## config.mk

```make
export PLATFORM = sky130hd
export DESIGN_NAME = prot_sweep
export DESIGN_NICKNAME = d
export VERILOG_FILES = /design/src/rtl/prot_sweep.sv
export SDC_FILE = /design/constraint.sdc
export NUM_CORES = 1
export LEC_CHECK = 0
export BUFFER_PORTS_ARGS = -buffer_cell sky130_fd_sc_hd__buf_2
export CORE_MARGIN = 2
export CORE_UTILIZATION = 55
export CTS_CLUSTER_DIAMETER = 150
export DETAILED_ROUTE_END_ITERATION = 12
export PLACE_DENSITY = 0.8
export SETUP_SLACK_MARGIN = 0.1
export SLEW_MARGIN = 20
export SYNTH_ARGS = -nofsm -noshare
export SYNTH_HDL_FRONTEND = slang
export SYNTH_SLANG_ARGS = --single-unit
```

## constraint.sdc

```tcl
create_clock -name clk -period 6.84 [get_ports clk]
set_input_delay 1.368 -clock clk [delete_from_list [all_inputs] [get_ports clk]]
set_output_delay 1.368 -clock clk [all_outputs]
set_load 0.01 [all_outputs]
```

## src/rtl/prot_sweep.sv

```systemverilog
module prot_sweep #(
  parameter int ADDR_W     = 32,
  parameter int LINE_BYTES = 16,
  parameter int IDX_W      = 8,
  parameter int PROT_W     = 3
) (
  input  logic                                         clk,
  input  logic                                         rst_n,
  input  logic                                         start,
  input  logic [ADDR_W-1:0]                            start_base,
  input  logic [ADDR_W-1:0]                            start_size,
  input  logic [PROT_W-1:0]                            start_prot,
  input  logic                                         start_lazy,
  output logic                                         busy,
  output logic                                         tag_rd_en,
  output logic                                         tag_wr_en,
  output logic [IDX_W-1:0]                             tag_addr,
  input  logic [ADDR_W-$clog2(LINE_BYTES)-IDX_W+PROT_W:0] tag_rd_data,
  output logic [ADDR_W-$clog2(LINE_BYTES)-IDX_W+PROT_W:0] tag_wr_data,
  output logic                                         done,
  output logic                                         err,
  output logic [ADDR_W-$clog2(LINE_BYTES):0]           upd_count,
  output logic [ADDR_W-$clog2(LINE_BYTES)+3:0]         cyc_count
);

  localparam int LOFS  = $clog2(LINE_BYTES);
  localparam int LA_W  = ADDR_W - LOFS;
  localparam int TAG_W = LA_W - IDX_W;
  localparam int ENT_W = 1 + TAG_W + PROT_W;
  localparam int LN_W  = LA_W + 1;
  localparam int CY_W  = LN_W + 3;

  typedef enum logic [2:0] {S_IDLE, S_RD, S_LAT, S_CMP, S_WR, S_WR2} state_t;

  state_t            st;
  logic [LA_W-1:0]   la;
  logic [LN_W-1:0]   left;
  logic [LN_W-1:0]   nlines;
  logic [LN_W-1:0]   upd;
  logic [CY_W-1:0]   cyc;
  logic [PROT_W-1:0] nprot;
  logic              lazy;
  logic [ENT_W-1:0]  ent;
  logic              done_r;
  logic              err_r;

  wire size_ok = (start_size >= ADDR_W'(LINE_BYTES)) &&
                 ((start_size & (start_size - 1'b1)) == '0);

  wire              ent_v    = ent[ENT_W-1];
  wire [TAG_W-1:0]  ent_tag  = ent[ENT_W-2 -: TAG_W];
  wire [PROT_W-1:0] ent_prot = ent[PROT_W-1:0];

  wire hit     = ent_v && (ent_tag == la[LA_W-1:IDX_W]);
  wire relax   = (ent_prot & ~nprot) == '0;
  wire need_wr = hit && !(lazy && relax);
  wire last    = (left == LN_W'(1));

  always_ff @(posedge clk) begin
    if (!rst_n) begin
      st     <= S_IDLE;
      la     <= '0;
      left   <= '0;
      nlines <= '0;
      upd    <= '0;
      cyc    <= '0;
      nprot  <= '0;
      lazy   <= 1'b0;
      ent    <= '0;
      done_r <= 1'b0;
      err_r  <= 1'b0;
    end else begin
      done_r <= 1'b0;
      if (st != S_IDLE) cyc <= cyc + 1'b1;
      case (st)
        S_IDLE: if (start) begin
          upd <= '0;
          cyc <= '0;
          if (size_ok) begin
            la     <= start_base[ADDR_W-1:LOFS];
            left   <= LN_W'(start_size >> LOFS);
            nlines <= LN_W'(start_size >> LOFS);
            nprot  <= start_prot;
            lazy   <= start_lazy;
            err_r  <= 1'b0;
            st     <= S_RD;
          end else begin
            err_r  <= 1'b1;
            done_r <= 1'b1;
          end
        end
        S_RD:  st <= S_LAT;
        S_LAT: begin
          ent <= tag_rd_data;
          st  <= S_CMP;
        end
        S_CMP: begin
          if (need_wr) st <= S_WR;
          else begin
            la   <= la + 1'b1;
            left <= left - 1'b1;
            if (last) begin
              st     <= S_IDLE;
              done_r <= 1'b1;
            end else st <= S_RD;
          end
        end
        S_WR: begin
          upd <= upd + 1'b1;
          st  <= S_WR2;
        end
        S_WR2: begin
          la   <= la + 1'b1;
          left <= left - 1'b1;
          if (last) begin
            st     <= S_IDLE;
            done_r <= 1'b1;
          end else st <= S_RD;
        end
        default: st <= S_IDLE;
      endcase
    end
  end

  assign busy        = (st != S_IDLE);
  assign tag_rd_en   = (st == S_RD);
  assign tag_wr_en   = (st == S_WR);
  assign tag_addr    = la[IDX_W-1:0];
  assign tag_wr_data = {1'b1, ent_tag, nprot};
  assign done        = done_r;
  assign err         = err_r;
  assign upd_count   = upd;
  assign cyc_count   = cyc;

  AST_IDLE_QUIET: assert property (@(posedge clk) disable iff (!rst_n)
    !busy |-> (!tag_rd_en && !tag_wr_en));

  AST_WR_AFTER_RD: assert property (@(posedge clk) disable iff (!rst_n)
    tag_wr_en |-> ($past(tag_rd_en, 3) && tag_addr == $past(tag_addr, 3)));

  AST_DONE_PULSE: assert property (@(posedge clk) disable iff (!rst_n)
    done |=> !done);

  AST_COUNTS_HELD: assert property (@(posedge clk) disable iff (!rst_n)
    (done && !start) |=> ($stable(upd_count) && $stable(cyc_count) && $stable(err)));

  AST_CYC_SUM: assert property (@(posedge clk) disable iff (!rst_n)
    (done && !err) |-> (cyc_count == CY_W'(5) * CY_W'(upd_count) +
                        CY_W'(3) * (CY_W'(nlines) - CY_W'(upd_count))));

  AST_DONE_NOT_BUSY: assert property (@(posedge clk) disable iff (!rst_n)
    done |-> !busy);

  AST_ERR_ZERO: assert property (@(posedge clk) disable iff (!rst_n)
    (done && err) |-> (upd_count == '0 && cyc_count == '0));

endmodule

```

==> results of run 1 <==
flip-flops by register name (all words and copies together), names as in the netlist:
| register | count |
|---|---|
| la | 28 |
| nprot | 3 |
| left | 29 |
| cyc_count | 32 |
| err | 1 |
| ent | 24 |
| upd_count | 29 |
| lazy | 1 |
| st | 3 |
| done | 1 |
cell families (layout without fill, tap and decap cells):
group | after synthesis | in the layout | synth area share [%]
xor+xnor | 24 | 24 | 2.34
simple gates | 541 | 541 | 30.0
compound gates | 344 | 344 | 24.3
flops | 151 | 151 | 33.7
mux | 20 | 20 | 2.36
buf+inv | 121 | 244 | 6.35
other cells | 1 | 2 | 0.0418
fa+ha+maj | 7 | 7 | 0.921
synthesized netlist by cell type, types with 4 or more instances:
| library cell | instances | area share [%] |
|---|---|---|
| sky130_fd_sc_hd__o21a_1 | 13 | 1.1 |
| sky130_fd_sc_hd__or3_1 | 24 | 1.7 |
| sky130_fd_sc_hd__buf_4 | 29 | 2.4 |
| sky130_fd_sc_hd__nand2b_1 | 5 | 0.35 |
| sky130_fd_sc_hd__nor2_1 | 122 | 5.1 |
| sky130_fd_sc_hd__o221a_2 | 7 | 0.88 |
| sky130_fd_sc_hd__a211oi_1 | 7 | 0.59 |
| sky130_fd_sc_hd__nand3b_1 | 5 | 0.42 |
| sky130_fd_sc_hd__or4_1 | 4 | 0.33 |
| sky130_fd_sc_hd__and2_1 | 12 | 0.84 |
| sky130_fd_sc_hd__a21boi_0 | 4 | 0.33 |
| sky130_fd_sc_hd__nor3b_1 | 6 | 0.50 |
| sky130_fd_sc_hd__buf_2 | 5 | 0.28 |
| sky130_fd_sc_hd__o2111ai_1 | 4 | 0.39 |
| sky130_fd_sc_hd__o31ai_1 | 6 | 0.50 |
| sky130_fd_sc_hd__ha_1 | 5 | 0.70 |
| sky130_fd_sc_hd__nand4b_1 | 4 | 0.39 |
| sky130_fd_sc_hd__mux2_2 | 9 | 1.1 |
| sky130_fd_sc_hd__xor2_1 | 11 | 1.1 |
| sky130_fd_sc_hd__a311oi_1 | 6 | 0.59 |
| sky130_fd_sc_hd__o211ai_1 | 27 | 2.3 |
| sky130_fd_sc_hd__a211o_1 | 7 | 0.68 |
| sky130_fd_sc_hd__o21ai_0 | 91 | 5.1 |
| sky130_fd_sc_hd__dfxtp_1 | 151 | 34 |
| sky130_fd_sc_hd__a21oi_1 | 112 | 6.2 |
| sky130_fd_sc_hd__clkbuf_1 | 69 | 2.9 |
| sky130_fd_sc_hd__a31oi_1 | 9 | 0.63 |
| sky130_fd_sc_hd__a22oi_1 | 11 | 0.92 |
| sky130_fd_sc_hd__o311ai_0 | 11 | 1.1 |
| sky130_fd_sc_hd__inv_1 | 16 | 0.67 |
| sky130_fd_sc_hd__and4_1 | 7 | 0.68 |
| sky130_fd_sc_hd__or2_2 | 9 | 0.63 |
| sky130_fd_sc_hd__nor3_1 | 39 | 2.2 |
| sky130_fd_sc_hd__a21o_1 | 5 | 0.42 |
| sky130_fd_sc_hd__nand3_1 | 63 | 3.5 |
| sky130_fd_sc_hd__mux2i_1 | 11 | 1.2 |
| sky130_fd_sc_hd__nor4_1 | 18 | 1.3 |
| sky130_fd_sc_hd__nand4_1 | 24 | 1.7 |
| sky130_fd_sc_hd__nand2_1 | 149 | 6.2 |
| sky130_fd_sc_hd__and3_1 | 36 | 2.5 |
| sky130_fd_sc_hd__xnor2_1 | 13 | 1.3 |
critical path, stage by stage:
cell and delay, ns:
sky130_fd_sc_hd__buf_2 0.12, sky130_fd_sc_hd__nor4_4 0.51, sky130_fd_sc_hd__nand3_2 0.33, sky130_fd_sc_hd__o41ai_2 0.39, sky130_fd_sc_hd__nand4b_1 0.18, sky130_fd_sc_hd__nor3_2 0.53, sky130_fd_sc_hd__a41o_1 0.82, sky130_fd_sc_hd__nand2_1 0.74
sky130_fd_sc_hd__o21ai_0 0.36
power groups by stage:
stage / sequential [mW] / clock, mW / combinational (mW)
6_report: 1.04 / 0.911 / 0.683
3_5_place_dp: 1.06 / 0 / 0.671
4_1_cts: 1.04 / 0.915 / 0.675
5_1_grt: 1.05 / 0.950 / 0.759
3_3_place_gp: 1.06 / 0 / 0.663
2_1_floorplan: 1.03 / 0 / 0.511
how the worst min path moves through the flow:
| stage | from | endpoint | slack [ns] | depth (start not counted) |
|---|---|---|---|---|
| after floorplan | ent[0] | ent[0] | 0.44 | 2 |
| after global placement | ent[2] | ent[2] | 0.45 | 2 |
| after detailed placement | ent[2] | ent[2] | 0.45 | 2 |
| after CTS | ent[2] | ent[2] | 0.46 | 2 |
| after global routing | ent[2] | ent[2] | 0.48 | 2 |
| final | ent[2] | ent[2] | 0.45 | 2 |
metal layers:
layer | track usage (%) | part of all wire [%]
met4 | 10.0 | 1.6
met5 | 0 | 0
met2 | 45.9 | 46
met3 | 7.06 | 9.4
met1 | 39.6 | 43
cell type report:
class,instances,share of cell area (%)
flip-flops and latches,151,29.3
well taps,216,2.62
repair buffers,196,9.75
diodes,1,0.0242
clock buffers,19,4.29
clock inverters,13,1.17
inverters,16,0.581
multi-input cells,937,52.3
==> qor.json, run 1 <==
{
  "finalWeightedCongestion": {"value": 0.910},
  "grt_pass1_vias": {"value": 8543},
  "post-cts-setup-buffers": {"value": 0},
  "crit_arrival": {"value": 5.37, "unit": "ns"},
  "most-common-layout-cells": {"value": "sky130_fd_sc_hd__buf_2 (187), sky130_fd_sc_hd__dfxtp_1 (151), sky130_fd_sc_hd__nand2_1 (148)"},
  "synth.cell_area": {"value": 8970, "unit": "um2"},
  "setup-tns-final": {"value": 0, "unit": "ns"},
  "power_density": {"value": 255, "unit": "nW/um2"},
  "final_cell_area": {"value": 10300, "unit": "um2"},
  "area_growth_syn_to_layout": {"value": 15.2, "unit": "%"},
  "worst_hold_path_type": {"value": "flop to flop"},
  "power.switching_fraction": {"value": 35.7, "unit": "%"},
  "place_area": {"value": 9760, "unit": "um2"},
  "timing.final.ws_setup": {"value": 1.82, "unit": "ns"},
  "yosysWarnings": {"value": 0},
  "tightest_slew": {"value": 1.04, "unit": "ns"},
  "power_frac_comb": {"value": 25.9, "unit": "%"},
  "final.min_clock_period": {"value": 5.02, "unit": "ns"},
  "layout.cells.most_common": {"value": "sky130_fd_sc_hd__buf_2"},
  "total_power": {"value": 2.64, "unit": "mW"},
  "timing.critical_path.to": {"value": "la[26]"},
  "number_of_synthesized_flops_with_an_enable_pin": {"value": 0},
  "floorplan.initialDensity": {"value": 56.5, "unit": "%"},
  "fp.coreArea": {"value": 15900, "unit": "um2"},
  "synth-seq-cells": {"value": 151},
  "worst_ep_required_time": {"value": 7.18, "unit": "ns"},
  "maxCapViolCount": {"value": 0},
  "min_period_over_period": {"value": 73.4, "unit": "%"},
  "worst_hold_slack": {"value": 0.455, "unit": "ns"},
  "nets": {"value": 1419},
  "number_of_placed_instances_taps_included": {"value": 1516},
  "final_antenna_net_count": {"value": 0},
  "async_flop_share": {"value": 0, "unit": "%"},
  "tritoncts_clock_tree": {"value": "done"},
  "p_seq_share": {"value": 39.6, "unit": "%"},
  "grt_antenna_before_repair": {"value": 1},
  "regToRegStartpoint": {"value": "la[8]"},
  "insertion_delay": {"value": 0.44, "unit": "ns"},
  "maximum_clock_rate": {"value": 0.199, "unit": "GHz"},
  "routed_wire_length_per_instance": {"value": 16.7, "unit": "um"},
  "n_fill_cell": {"value": 1435},
  "wirelength": {"value": 25900, "unit": "um"},
  "placement.io_buffers": {"value": 187},
  "cp-start-kind": {"value": "input port"},
  "cts_hold_repair.buffers": {"value": 0},
  "dieWidth": {"value": 132, "unit": "um"},
  "final_util": {"value": 65.0, "unit": "%"},
  "worstPathMaxFanout": {"value": 22},
  "clockRootBuffer": {"value": "sky130_fd_sc_hd__clkbuf_16"},
  "postCtsResizedCells": {"value": 0},
  "cells_after_synthesis": {"value": 1209},
  "intPower": {"value": 1.70, "unit": "mW"},
  "rsz0062_at_grt": {"value": "false"},
  "final_hold_violations": {"value": 0},
  "timing.slew.headroom": {"value": 30.4, "unit": "%"},
  "design.die.area": {"value": 17300, "unit": "um2"},
  "reg2reg_setup_slack": {"value": 2.98, "unit": "ns"},
  "finish.cell_count_without_fillers": {"value": 1549},
  "layout-drive-gt1-share": {"value": 20.0, "unit": "%"},
  "remaining_drcs": {"value": 0},
  "clkTransAtPathRegs": {"value": 0.06, "unit": "ns"},
  "grt_pass1_wl": {"value": 42500, "unit": "um"},
  "final-max-slew-violation-count": {"value": 0},
  "rows": {"value": 46},
  "r2r_cells": {"value": 8},
  "globalRouteTotalUtil": {"value": 29.3, "unit": "%"},
  "regArea": {"value": 3020, "unit": "um2"},
  "number_of_primary_i_o_pins": {"value": 193},
  "setup_viol_count_final": {"value": 0},
  "synth_top_flop_cell": {"value": "sky130_fd_sc_hd__dfxtp_1"},
  "drt-initial-drc-count": {"value": 1019},
  "drt-vias-per-instance": {"value": 6.14},
  "synth.net_count": {"value": 1309},
  "numCtsBuffers": {"value": 17},
  "grt_max_degree": {"value": 126},
  "routed_vias": {"value": 9512},
  "setup.worst_path.end_class": {"value": "flop"},
  "number_of_h_tree_levels": {"value": 4},
  "syn-mean-instance-area": {"value": 7.42, "unit": "um2"},
  "pre_repair_dr_iteration_count": {"value": 5},
  "rr_endpoint": {"value": "la[26]"},
  "setup.worst_path.start": {"value": "start_size[1]"},
  "synth-seq-area-share": {"value": 33.7, "unit": "%"},
  "grt_remaining_overflow": {"value": 0},
  "timing.clock.skew": {"value": 0.0138, "unit": "ns"},
  "pre_cts_slack": {"value": 1.47, "unit": "ns"},
  "multiInputGateArea": {"value": 5400, "unit": "um2"},
  "synth_cell_type_count": {"value": 72},
  "clock-sinks": {"value": 151},
  "clkPwrFrac": {"value": 34.5, "unit": "%"},
  "floorplan.die.height": {"value": 132, "unit": "um"},
  "power.ir.vdd_worst": {"value": 231, "unit": "uV"},
  "crit_type": {"value": "input port to flop"},
  "cts_buffer_depth": {"value": 2},
  "detailedPlacementHpwl": {"value": 17400, "unit": "um"},
  "status": {"value": "completed"},
  "net_load_switching_power": {"value": 942, "unit": "uW"},
  "leakagePower": {"value": 4.23, "unit": "nW"}
}
Note: power is estimated with default switching activity, not from simulation.
==> inputs of run 2 (changes only) <==
--- a/config.mk
+++ b/config.mk
@@ -7,10 +7,10 @@
 export LEC_CHECK = 0
 export BUFFER_PORTS_ARGS = -buffer_cell sky130_fd_sc_hd__buf_2
 export CORE_MARGIN = 2
-export CORE_UTILIZATION = 55
+export CORE_UTILIZATION = 50
 export CTS_CLUSTER_DIAMETER = 150
 export DETAILED_ROUTE_END_ITERATION = 12
-export PLACE_DENSITY = 0.8
+export PLACE_DENSITY = 0.77
 export SETUP_SLACK_MARGIN = 0.1
 export SLEW_MARGIN = 20
 export SYNTH_ARGS = -nofsm -noshare
==> constraint.sdc (replaced) <==
create_clock -name clk -period 4.2 [get_ports clk]
set_input_delay 0.84 -clock clk [delete_from_list [all_inputs] [get_ports clk]]
set_output_delay 0.84 -clock clk [all_outputs]
set_load 0.01 [all_outputs]
==> qor.json, run 2 (synthesized netlist as in run 1, its figures left out) <==
{
  "status": {"value": "completed", "change": "unchanged"},
  "leakagePower": {"value": 4.28, "unit": "nW", "change": "was 4.23 nW"},
  "grt_antenna_before_repair": {"value": 0, "change": "was 1"},
  "routed_vias": {"value": 9511, "change": "was 9512"},
  "grt_pass1_vias": {"value": 8289, "change": "was 8543"},
  "antennaDiodeCount": {"value": 0, "change": "was 1"},
  "timing.slew.headroom": {"value": 34.7, "unit": "%", "change": "was 30.4%"},
  "power.ir.vdd_worst": {"value": 301, "unit": "uV", "change": "was 231 uV"},
  "final_antenna_net_count": {"value": 0, "change": "unchanged"},
  "globalRouteTotalUtil": {"value": 26.8, "unit": "%", "change": "was 29.3%"},
  "most-common-layout-cells": {"value": "sky130_fd_sc_hd__buf_2 (187), sky130_fd_sc_hd__dfxtp_1 (151), sky130_fd_sc_hd__nand2_1 (148)", "change": "unchanged"},
  "post-cts-setup-buffers": {"value": 0, "change": "unchanged"},
  "timing.final.ws_setup": {"value": 0.721, "unit": "ns", "change": "was 1.82 ns"},
  "layout.cells.most_common": {"value": "sky130_fd_sc_hd__buf_2", "change": "unchanged"},
  "rsz0062_at_grt": {"value": "false", "change": "unchanged"},
  "final-max-slew-violation-count": {"value": 0, "change": "unchanged"},
  "dieWidth": {"value": 138, "unit": "um", "change": "was 132 um"},
  "grt_max_degree": {"value": 104, "change": "was 126"},
  "finalWeightedCongestion": {"value": 0.913, "change": "was 0.910"},
  "layout-drive-gt1-share": {"value": 20.2, "unit": "%", "change": "was 20.0%"},
  "grt_pass1_wl": {"value": 40900, "unit": "um", "change": "was 42500 um"},
  "largest_register_ffs": {"value": 32, "change": "unchanged"},
  "floorplan.initialDensity": {"value": 51.5, "unit": "%", "change": "was 56.5%"},
  "place_area": {"value": 9840, "unit": "um2", "change": "was 9760 um2"},
  "postCtsResizedCells": {"value": 0, "change": "unchanged"},
  "timing.clock.skew": {"value": 0.00733, "unit": "ns", "change": "was 0.0138 ns"},
  "worst_ep_required_time": {"value": 4.51, "unit": "ns", "change": "was 7.18 ns"},
  "clockRootBuffer": {"value": "sky130_fd_sc_hd__clkbuf_16", "change": "unchanged"},
  "detailedPlacementHpwl": {"value": 18400, "unit": "um", "change": "was 17400 um"},
  "crit_type": {"value": "input port to flop", "change": "unchanged"},
  "final_cell_area": {"value": 10400, "unit": "um2", "change": "was 10300 um2"},
  "tritoncts_clock_tree": {"value": "done", "change": "unchanged"},
  "clkTransAtPathRegs": {"value": 0.06, "unit": "ns", "change": "about the same"},
  "drt-vias-per-instance": {"value": 6.08, "change": "was 6.14"},
  "numCtsBuffers": {"value": 17, "change": "unchanged"},
  "power_density": {"value": 416, "unit": "nW/um2", "change": "was 255 nW/um2"},
  "fp.coreArea": {"value": 17400, "unit": "um2", "change": "was 15900 um2"},
  "min_period_over_period": {"value": 82.8, "unit": "%"},
  "remaining_drcs": {"value": 0, "change": "unchanged"},
  "setup.worst_path.end_class": {"value": "flop", "change": "unchanged"},
  "nets": {"value": 1428, "change": "was 1419"},
  "floorplan.die.height": {"value": 138, "unit": "um", "change": "was 132 um"},
  "clock-sinks": {"value": 151, "change": "unchanged"},
  "setup-tns-final": {"value": 0, "unit": "ns", "change": "unchanged"},
  "final_hold_violations": {"value": 0, "change": "unchanged"},
  "wirelength": {"value": 26200, "unit": "um", "change": "was 25900 um"},
  "pre_repair_dr_iteration_count": {"value": 5, "change": "unchanged"},
  "grt_remaining_overflow": {"value": 0, "change": "unchanged"},
  "cts_hold_repair.buffers": {"value": 0, "change": "unchanged"},
  "worst_hold_path_type": {"value": "flop to flop", "change": "unchanged"},
  "rows": {"value": 48, "change": "was 46"},
  "tightest_slew": {"value": 0.978, "unit": "ns", "change": "was 1.04 ns"},
  "worstPathMaxFanout": {"value": 11, "change": "was 22"},
  "pre_cts_slack": {"value": 0.356, "unit": "ns", "change": "was 1.47 ns"},
  "cts_buffer_depth": {"value": 2, "change": "unchanged"},
  "area_growth_syn_to_layout": {"value": 15.9, "unit": "%", "change": "was 15.2%"},
  "design.die.area": {"value": 19000, "unit": "um2", "change": "was 17300 um2"},
  "crit_arrival": {"value": 3.79, "unit": "ns", "change": "was 5.37 ns"},
  "routed_wire_length_per_instance": {"value": 16.8, "unit": "um", "change": "was 16.7 um"},
  "number_of_h_tree_levels": {"value": 4, "change": "unchanged"},
  "cp-start-kind": {"value": "input port", "change": "unchanged"},
  "drt-initial-drc-count": {"value": 870, "change": "was 1019"},
  "number_of_primary_i_o_pins": {"value": 193, "change": "unchanged"},
  "insertion_delay": {"value": 0.42, "unit": "ns", "change": "was 0.44 ns"},
  "final.min_clock_period": {"value": 3.48, "unit": "ns"},
  "placement.io_buffers": {"value": 187, "change": "unchanged"},
  "maximum_clock_rate": {"value": 0.287, "unit": "GHz"},
  "setup_viol_count_final": {"value": 0, "change": "unchanged"},
  "maxCapViolCount": {"value": 0, "change": "unchanged"},
  "worst_hold_slack": {"value": 0.454, "unit": "ns", "change": "was 0.455 ns"}
}
run 2: cell types whose count changed in the layout (fill, tap and decap cells not counted):
cell | previous run | this run
sky130_fd_sc_hd__buf_4 | 8 | 17
sky130_fd_sc_hd__clkbuf_1 | 1 | 4
sky130_fd_sc_hd__inv_6 | 3 | 0
sky130_fd_sc_hd__clkinvlp_4 | 2 | 0
sky130_fd_sc_hd__a21oi_2 | 0 | 1
sky130_fd_sc_hd__a21oi_4 | 1 | 0
sky130_fd_sc_hd__buf_12 | 0 | 1
sky130_fd_sc_hd__buf_6 | 1 | 0
sky130_fd_sc_hd__bufinv_16 | 1 | 2
sky130_fd_sc_hd__clkinv_4 | 4 | 3
sky130_fd_sc_hd__diode_2 | 1 | 0
run 2: critical path: stages:
cell                       delay, ns
sky130_fd_sc_hd__buf_2          0.14
sky130_fd_sc_hd__nor3_1         0.38
sky130_fd_sc_hd__nand3_2        0.28
sky130_fd_sc_hd__o41ai_2        0.38
sky130_fd_sc_hd__nand4b_1       0.17
sky130_fd_sc_hd__nor3_2         0.53
sky130_fd_sc_hd__a41o_1         0.38
sky130_fd_sc_hd__nand2_1        0.30
sky130_fd_sc_hd__o221a_2        0.38
run 2: path summary, 6_finish.rpt:
check,cells after the start,to,slack (ns),startpoint
hold / removal,2,ent[0],0.45,ent[0]
setup / recovery,9,left[25],0.72,start_size[5]
hold reg to reg,2,ent[0],0.45,ent[0]
setup reg to reg,7,left[25],0.97,st[2]
run 2: metal layers:
layer | up-vias | track usage, % | part of all wire (%)
li1 | 4644 | - | -
met1 | 4452 | 35.8 | 44
met2 | 388 | 42.2 | 46
met3 | 27 | 7.93 | 9.3
met4 | 0 | 7.54 | 1.4
met5 | - | 0 | 0
run 2: through the flow:
step	utilization, %	power, mW	cells
final	59.7	4.33	1564
after global routing	59.7	4.54	1564
after CTS	59.7	4.32	1564
after detailed placement	56.5	2.86	1534
after global placement	56.5	2.84	1534
after floorplan	-	2.51	1209
run 2: where the power goes:
part	switching [mW]	internal, mW
sequential	0.149	1.55
combinational	0.760	0.399
clock	0.585	0.883
total	1.49	2.83
run 2: cell type report:
type	instances	area (um2)
clock inverters	8	101
clock buffers	22	454
multi-input cells	937	5400
well taps	225	282
fillers	1617	7020
flip-flops and latches	151	3020
repair buffers	205	1080
inverters	16	60.1
==> inputs of run 3 (changes only) <==
--- a/config.mk
+++ b/config.mk
@@ -5,12 +5,13 @@
 export SDC_FILE = /design/constraint.sdc
 export NUM_CORES = 1
 export LEC_CHECK = 0
+export ABC_AREA = 1
 export BUFFER_PORTS_ARGS = -buffer_cell sky130_fd_sc_hd__buf_2
 export CORE_MARGIN = 2
-export CORE_UTILIZATION = 50
+export CORE_UTILIZATION = 55
 export CTS_CLUSTER_DIAMETER = 150
 export DETAILED_ROUTE_END_ITERATION = 12
-export PLACE_DENSITY = 0.77
+export PLACE_DENSITY = 0.79
 export SETUP_SLACK_MARGIN = 0.1
 export SLEW_MARGIN = 20
 export SYNTH_ARGS = -nofsm -noshare
==> constraint.sdc (replaced) <==
create_clock -name clk -period 3.7 [get_ports clk]
set_input_delay 0.74 -clock clk [delete_from_list [all_inputs] [get_ports clk]]
set_output_delay 0.74 -clock clk [all_outputs]
set_load 0.01 [all_outputs]
==> qor.json, run 3 <==
{
  "most-common-layout-cells": {"value": "sky130_fd_sc_hd__nand2_1 (394), sky130_fd_sc_hd__nor2_1 (293), sky130_fd_sc_hd__buf_2 (187)", "change": "was sky130_fd_sc_hd__buf_2 (187), sky130_fd_sc_hd__dfxtp_1 (151), sky130_fd_sc_hd__nand2_1 (148)"},
  "groute.layer.met3.usage": {"value": 6.37, "unit": "%", "change": "was 7.93%"},
  "setup.worst_path.start": {"value": "start_size[6]", "change": "was start_size[5]"},
  "finalWeightedCongestion": {"value": 0.925, "change": "was 0.913"},
  "clockRootBuffer": {"value": "sky130_fd_sc_hd__clkbuf_16", "change": "unchanged"},
  "placement.io_buffers": {"value": 187, "change": "unchanged"},
  "area_growth_syn_to_layout": {"value": 14.0, "unit": "%", "change": "was 15.9%"},
  "grt_use_met1": {"value": 37.9, "unit": "%", "change": "was 35.8%"},
  "largest_register_ffs": {"value": 32, "change": "unchanged"},
  "timing.slew.headroom": {"value": 39.0, "unit": "%", "change": "was 34.7%"},
  "synth_common_cells": {"value": "sky130_fd_sc_hd__nand2_1 (394), sky130_fd_sc_hd__nor2_1 (294), sky130_fd_sc_hd__dfxtp_1 (151)", "change": "was sky130_fd_sc_hd__dfxtp_1 (151), sky130_fd_sc_hd__nand2_1 (149), sky130_fd_sc_hd__nor2_1 (122)"},
  "routed_wire_length_per_instance": {"value": 14.5, "unit": "um", "change": "was 16.8 um"},
  "post-synth-top-area-cell": {"value": "sky130_fd_sc_hd__dfxtp_1", "change": "unchanged"},
  "maxCapViolCount": {"value": 0, "change": "unchanged"},
  "grtUsageMet2": {"value": 48.6, "unit": "%", "change": "was 42.2%"},
  "synth_top_cell_area_share": {"value": 29.9, "unit": "%", "change": "was 33.7%"},
  "syn-mean-instance-area": {"value": 6.17, "unit": "um2", "change": "was 7.42 um2"},
  "synth-seq-cells": {"value": 151, "change": "unchanged"},
  "tritoncts_clock_tree": {"value": "done", "change": "unchanged"},
  "wirelength": {"value": 29000, "unit": "um", "change": "was 26200 um"},
  "final-max-slew-violation-count": {"value": 0, "change": "unchanged"},
  "rr_endpoint": {"value": "left[9]", "change": "was left[25]"},
  "rows": {"value": 49, "change": "was 48"},
  "tightest_slew": {"value": 0.915, "unit": "ns", "change": "was 0.978 ns"},
  "floorplan.die.height": {"value": 139, "unit": "um", "change": "was 138 um"},
  "post-cts-setup-buffers": {"value": 0, "change": "unchanged"},
  "timing.critical_path.to": {"value": "left[26]", "change": "was left[25]"},
  "power.ir.vdd_worst": {"value": 361, "unit": "uV", "change": "was 301 uV"},
  "routed_vias": {"value": 11000, "change": "was 9511"},
  "grt_antenna_before_repair": {"value": 1, "change": "was 0"},
  "remaining_drcs": {"value": 0, "change": "unchanged"},
  "cells_after_synthesis": {"value": 1637, "change": "was 1209"},
  "final.min_clock_period": {"value": 2.80, "unit": "ns"},
  "status": {"value": "completed", "change": "unchanged"},
  "worst_hold_path_type": {"value": "flop to flop", "change": "unchanged"},
  "async_flop_share": {"value": 0, "unit": "%", "change": "unchanged"},
  "grt_pass1_wl": {"value": 47800, "unit": "um", "change": "was 40900 um"},
  "number_of_h_tree_levels": {"value": 4, "change": "unchanged"},
  "insertion_delay": {"value": 0.43, "unit": "ns", "change": "was 0.42 ns"},
  "rsz0062_at_grt": {"value": "false", "change": "unchanged"},
  "regToRegStartpoint": {"value": "la[12]", "change": "was st[2]"},
  "dieWidth": {"value": 139, "unit": "um", "change": "was 138 um"},
  "synth_cell_type_count": {"value": 44, "change": "was 72"},
  "globalRouteTotalUtil": {"value": 29.5, "unit": "%", "change": "was 26.8%"},
  "grt_max_degree": {"value": 87, "change": "was 104"},
  "globalRoute.busiestLayer": {"value": "met2", "change": "unchanged"},
  "crit_arrival": {"value": 3.11, "unit": "ns", "change": "was 3.79 ns"},
  "drt-initial-drc-count": {"value": 797, "change": "was 870"},
  "nets": {"value": 1862, "change": "was 1428"},
  "setup.worst_path.end_class": {"value": "flop", "change": "unchanged"},
  "synth_top_flop_cell": {"value": "sky130_fd_sc_hd__dfxtp_1", "change": "unchanged"},
  "netlist_top_cells_area": {"value": "sky130_fd_sc_hd__dfxtp_1 (30%), sky130_fd_sc_hd__nand2_1 (15%), sky130_fd_sc_hd__nor2_1 (11%)", "change": "was sky130_fd_sc_hd__dfxtp_1 (34%), sky130_fd_sc_hd__a21oi_1 (6.2%), sky130_fd_sc_hd__nand2_1 (6.2%)"},
  "crit_type": {"value": "input port to flop", "change": "unchanged"},
  "layout-drive-gt1-share": {"value": 15.8, "unit": "%", "change": "was 20.2%"},
  "final_hold_violations": {"value": 0, "change": "unchanged"},
  "drt-vias-per-instance": {"value": 5.47, "change": "was 6.08"},
  "synth.net_count": {"value": 1737, "change": "was 1309"},
  "finish.cell_count_without_fillers": {"value": 2005, "change": "was 1564"},
  "cts_hold_repair.buffers": {"value": 0, "change": "unchanged"},
  "setup-tns-final": {"value": 0, "unit": "ns", "change": "unchanged"},
  "grt_pass1_vias": {"value": 9935, "change": "was 8289"},
  "synth.cell_area": {"value": 10100, "unit": "um2", "change": "was 8970 um2"},
  "number_of_placed_instances_taps_included": {"value": 1972, "change": "was 1534"},
  "maximum_clock_rate": {"value": 0.357, "unit": "GHz"},
  "numCtsBuffers": {"value": 17, "change": "unchanged"},
  "min_period_over_period": {"value": 75.7, "unit": "%"},
  "number_of_synthesized_flops_with_an_enable_pin": {"value": 0, "change": "unchanged"},
  "grt_remaining_overflow": {"value": 0, "change": "unchanged"},
  "cts_buffer_depth": {"value": 2, "change": "unchanged"},
  "cp-start-kind": {"value": "input port", "change": "unchanged"},
  "worst_ep_required_time": {"value": 4.01, "unit": "ns", "change": "was 4.51 ns"},
  "power_density": {"value": 421, "unit": "nW/um2", "change": "was 416 nW/um2"},
  "pre_repair_dr_iteration_count": {"value": 6, "change": "was 5"},
  "synthMostInstantiatedCell": {"value": "sky130_fd_sc_hd__nand2_1", "change": "was sky130_fd_sc_hd__dfxtp_1"},
  "number_of_primary_i_o_pins": {"value": 193, "change": "unchanged"},
  "detailedPlacementHpwl": {"value": 21400, "unit": "um", "change": "was 18400 um"},
  "fp.coreArea": {"value": 18000, "unit": "um2", "change": "was 17400 um2"},
  "r2r_cells": {"value": 12, "change": "was 7"},
  "worstPathMaxFanout": {"value": 34, "change": "was 11"},
  "design.die.area": {"value": 19500, "unit": "um2", "change": "was 19000 um2"},
  "setup_viol_count_final": {"value": 0, "change": "unchanged"},
  "synth-seq-area-share": {"value": 29.9, "unit": "%", "change": "was 33.7%"},
  "floorplan.initialDensity": {"value": 56.2, "unit": "%", "change": "was 51.5%"},
  "clock-sinks": {"value": 151, "change": "unchanged"},
  "yosysWarnings": {"value": 0, "change": "unchanged"},
  "reg2reg_setup_slack": {"value": 1.00, "unit": "ns", "change": "was 0.97 ns"},
  "layout.cells.most_common": {"value": "sky130_fd_sc_hd__nand2_1", "change": "was sky130_fd_sc_hd__buf_2"},
  "final_antenna_net_count": {"value": 0, "change": "unchanged"},
  "leakagePower": {"value": 4.84, "unit": "nW", "change": "was 4.28 nW"},
  "n_fill_cell": {"value": 1731, "change": "was 1617"},
  "postCtsResizedCells": {"value": 0, "change": "unchanged"},
  "timing.clock.skew": {"value": 0.0118, "unit": "ns", "change": "was 0.00733 ns"},
  "clkTransAtPathRegs": {"value": 0.07, "unit": "ns", "change": "was 0.06 ns"}
}
[run 3: changes by cell type after synthesis, sizes merged, moves of 12 or more]
| cell | delta |
|---|---|
| nand3 | +72 |
| and2 | -14 |
| o211ai | -24 |
| o21a | -12 |
| and3 | -34 |
| nor2 | +186 |
| or3 | -24 |
| xor2 | +24 |
| a21oi | -17 |
| nand2 | +247 |
| inv | +129 |
| clkbuf | -26 |
| buf | +15 |
[run 3: worst min-delay path by stage]
stage / startpoint / endpoint / slack (ns) / cells after the start
after floorplan: lazy / lazy / 0.43 / 2
after global placement: lazy / lazy / 0.45 / 2
after detailed placement: lazy / lazy / 0.44 / 2
after CTS: lazy / lazy / 0.46 / 2
after global routing: lazy / lazy / 0.49 / 2
final: lazy / lazy / 0.46 / 2
[run 3: worst max-delay path, cell delays in order]
cell and delay [ns]:
sky130_fd_sc_hd__buf_2 0.12, sky130_fd_sc_hd__nor2_1 0.22, sky130_fd_sc_hd__nand2_1 0.15, sky130_fd_sc_hd__nor2_4 0.15
sky130_fd_sc_hd__nand2_1 0.15, sky130_fd_sc_hd__nand2_1 0.11, sky130_fd_sc_hd__nand2_1 0.05, sky130_fd_sc_hd__nor2_1 0.08
sky130_fd_sc_hd__nand3_1 0.12, sky130_fd_sc_hd__nor2_1 0.31, sky130_fd_sc_hd__nand3_1 0.14, sky130_fd_sc_hd__nand2_2 0.12
sky130_fd_sc_hd__buf_4 0.36, sky130_fd_sc_hd__nand3_1 0.12, sky130_fd_sc_hd__nand2_1 0.10, sky130_fd_sc_hd__nor2_1 0.06
[run 3: area by class of cell]
type / count / area, um2 / share of cell area (%)
well taps: 229 / 287 / 2.49
clock inverters: 14 / 139 / 1.21
flip-flops and latches: 151 / 3020 / 26.3
inverters: 145 / 544 / 4.73
clock buffers: 18 / 439 / 3.82
diodes: 1 / 2.50 / 0.0217
multi-input cells: 1247 / 6030 / 52.4
repair buffers: 200 / 1050 / 9.09
[run 3: kinds of logic (layout without fill, tap and decap cells)]
logic type               after synthesis  after routing  share of synthesized area [%]
XOR/XNOR                              49             49                           4.25
AO/OA/AOI/OAI                        225            225                           12.3
other                                  1              2                         0.0371
adder cells (fa/ha/maj)                5              5                          0.620
flip-flops                           151            151                           29.9
AND/OR/NAND/NOR                      951            951                           40.8
buffers and inverters                239            377                           10.5
multiplexers                          16             16                           1.59
[run 3: routing by layer]
layer	vias to the layer above	routed length [um]
li1	5578	-
met1	4953	12800
met2	370	13400
met3	66	1960
met4	0	886
met5	-	0
[run 3: per-stage QoR]
stage	worst slack [ns]	cell area [um2]	hold slack [ns]	util [%]	power [mW]
2_1_floorplan	1.36	10100	0.430	-	2.87
3_3_place_gp	0.574	10900	0.447	60.8	3.12
3_5_place_dp	0.522	10900	0.444	60.8	3.15
4_1_cts	0.929	11500	0.457	64.0	4.85
5_1_grt	0.696	11500	0.494	64.0	5.11
6_report	0.899	11500	0.455	64.1	4.85
[run 3: power breakdown]
part	internal (mW)	switching, mW
clock network	0.960	0.752
registers	1.74	0.151
logic	0.460	0.784
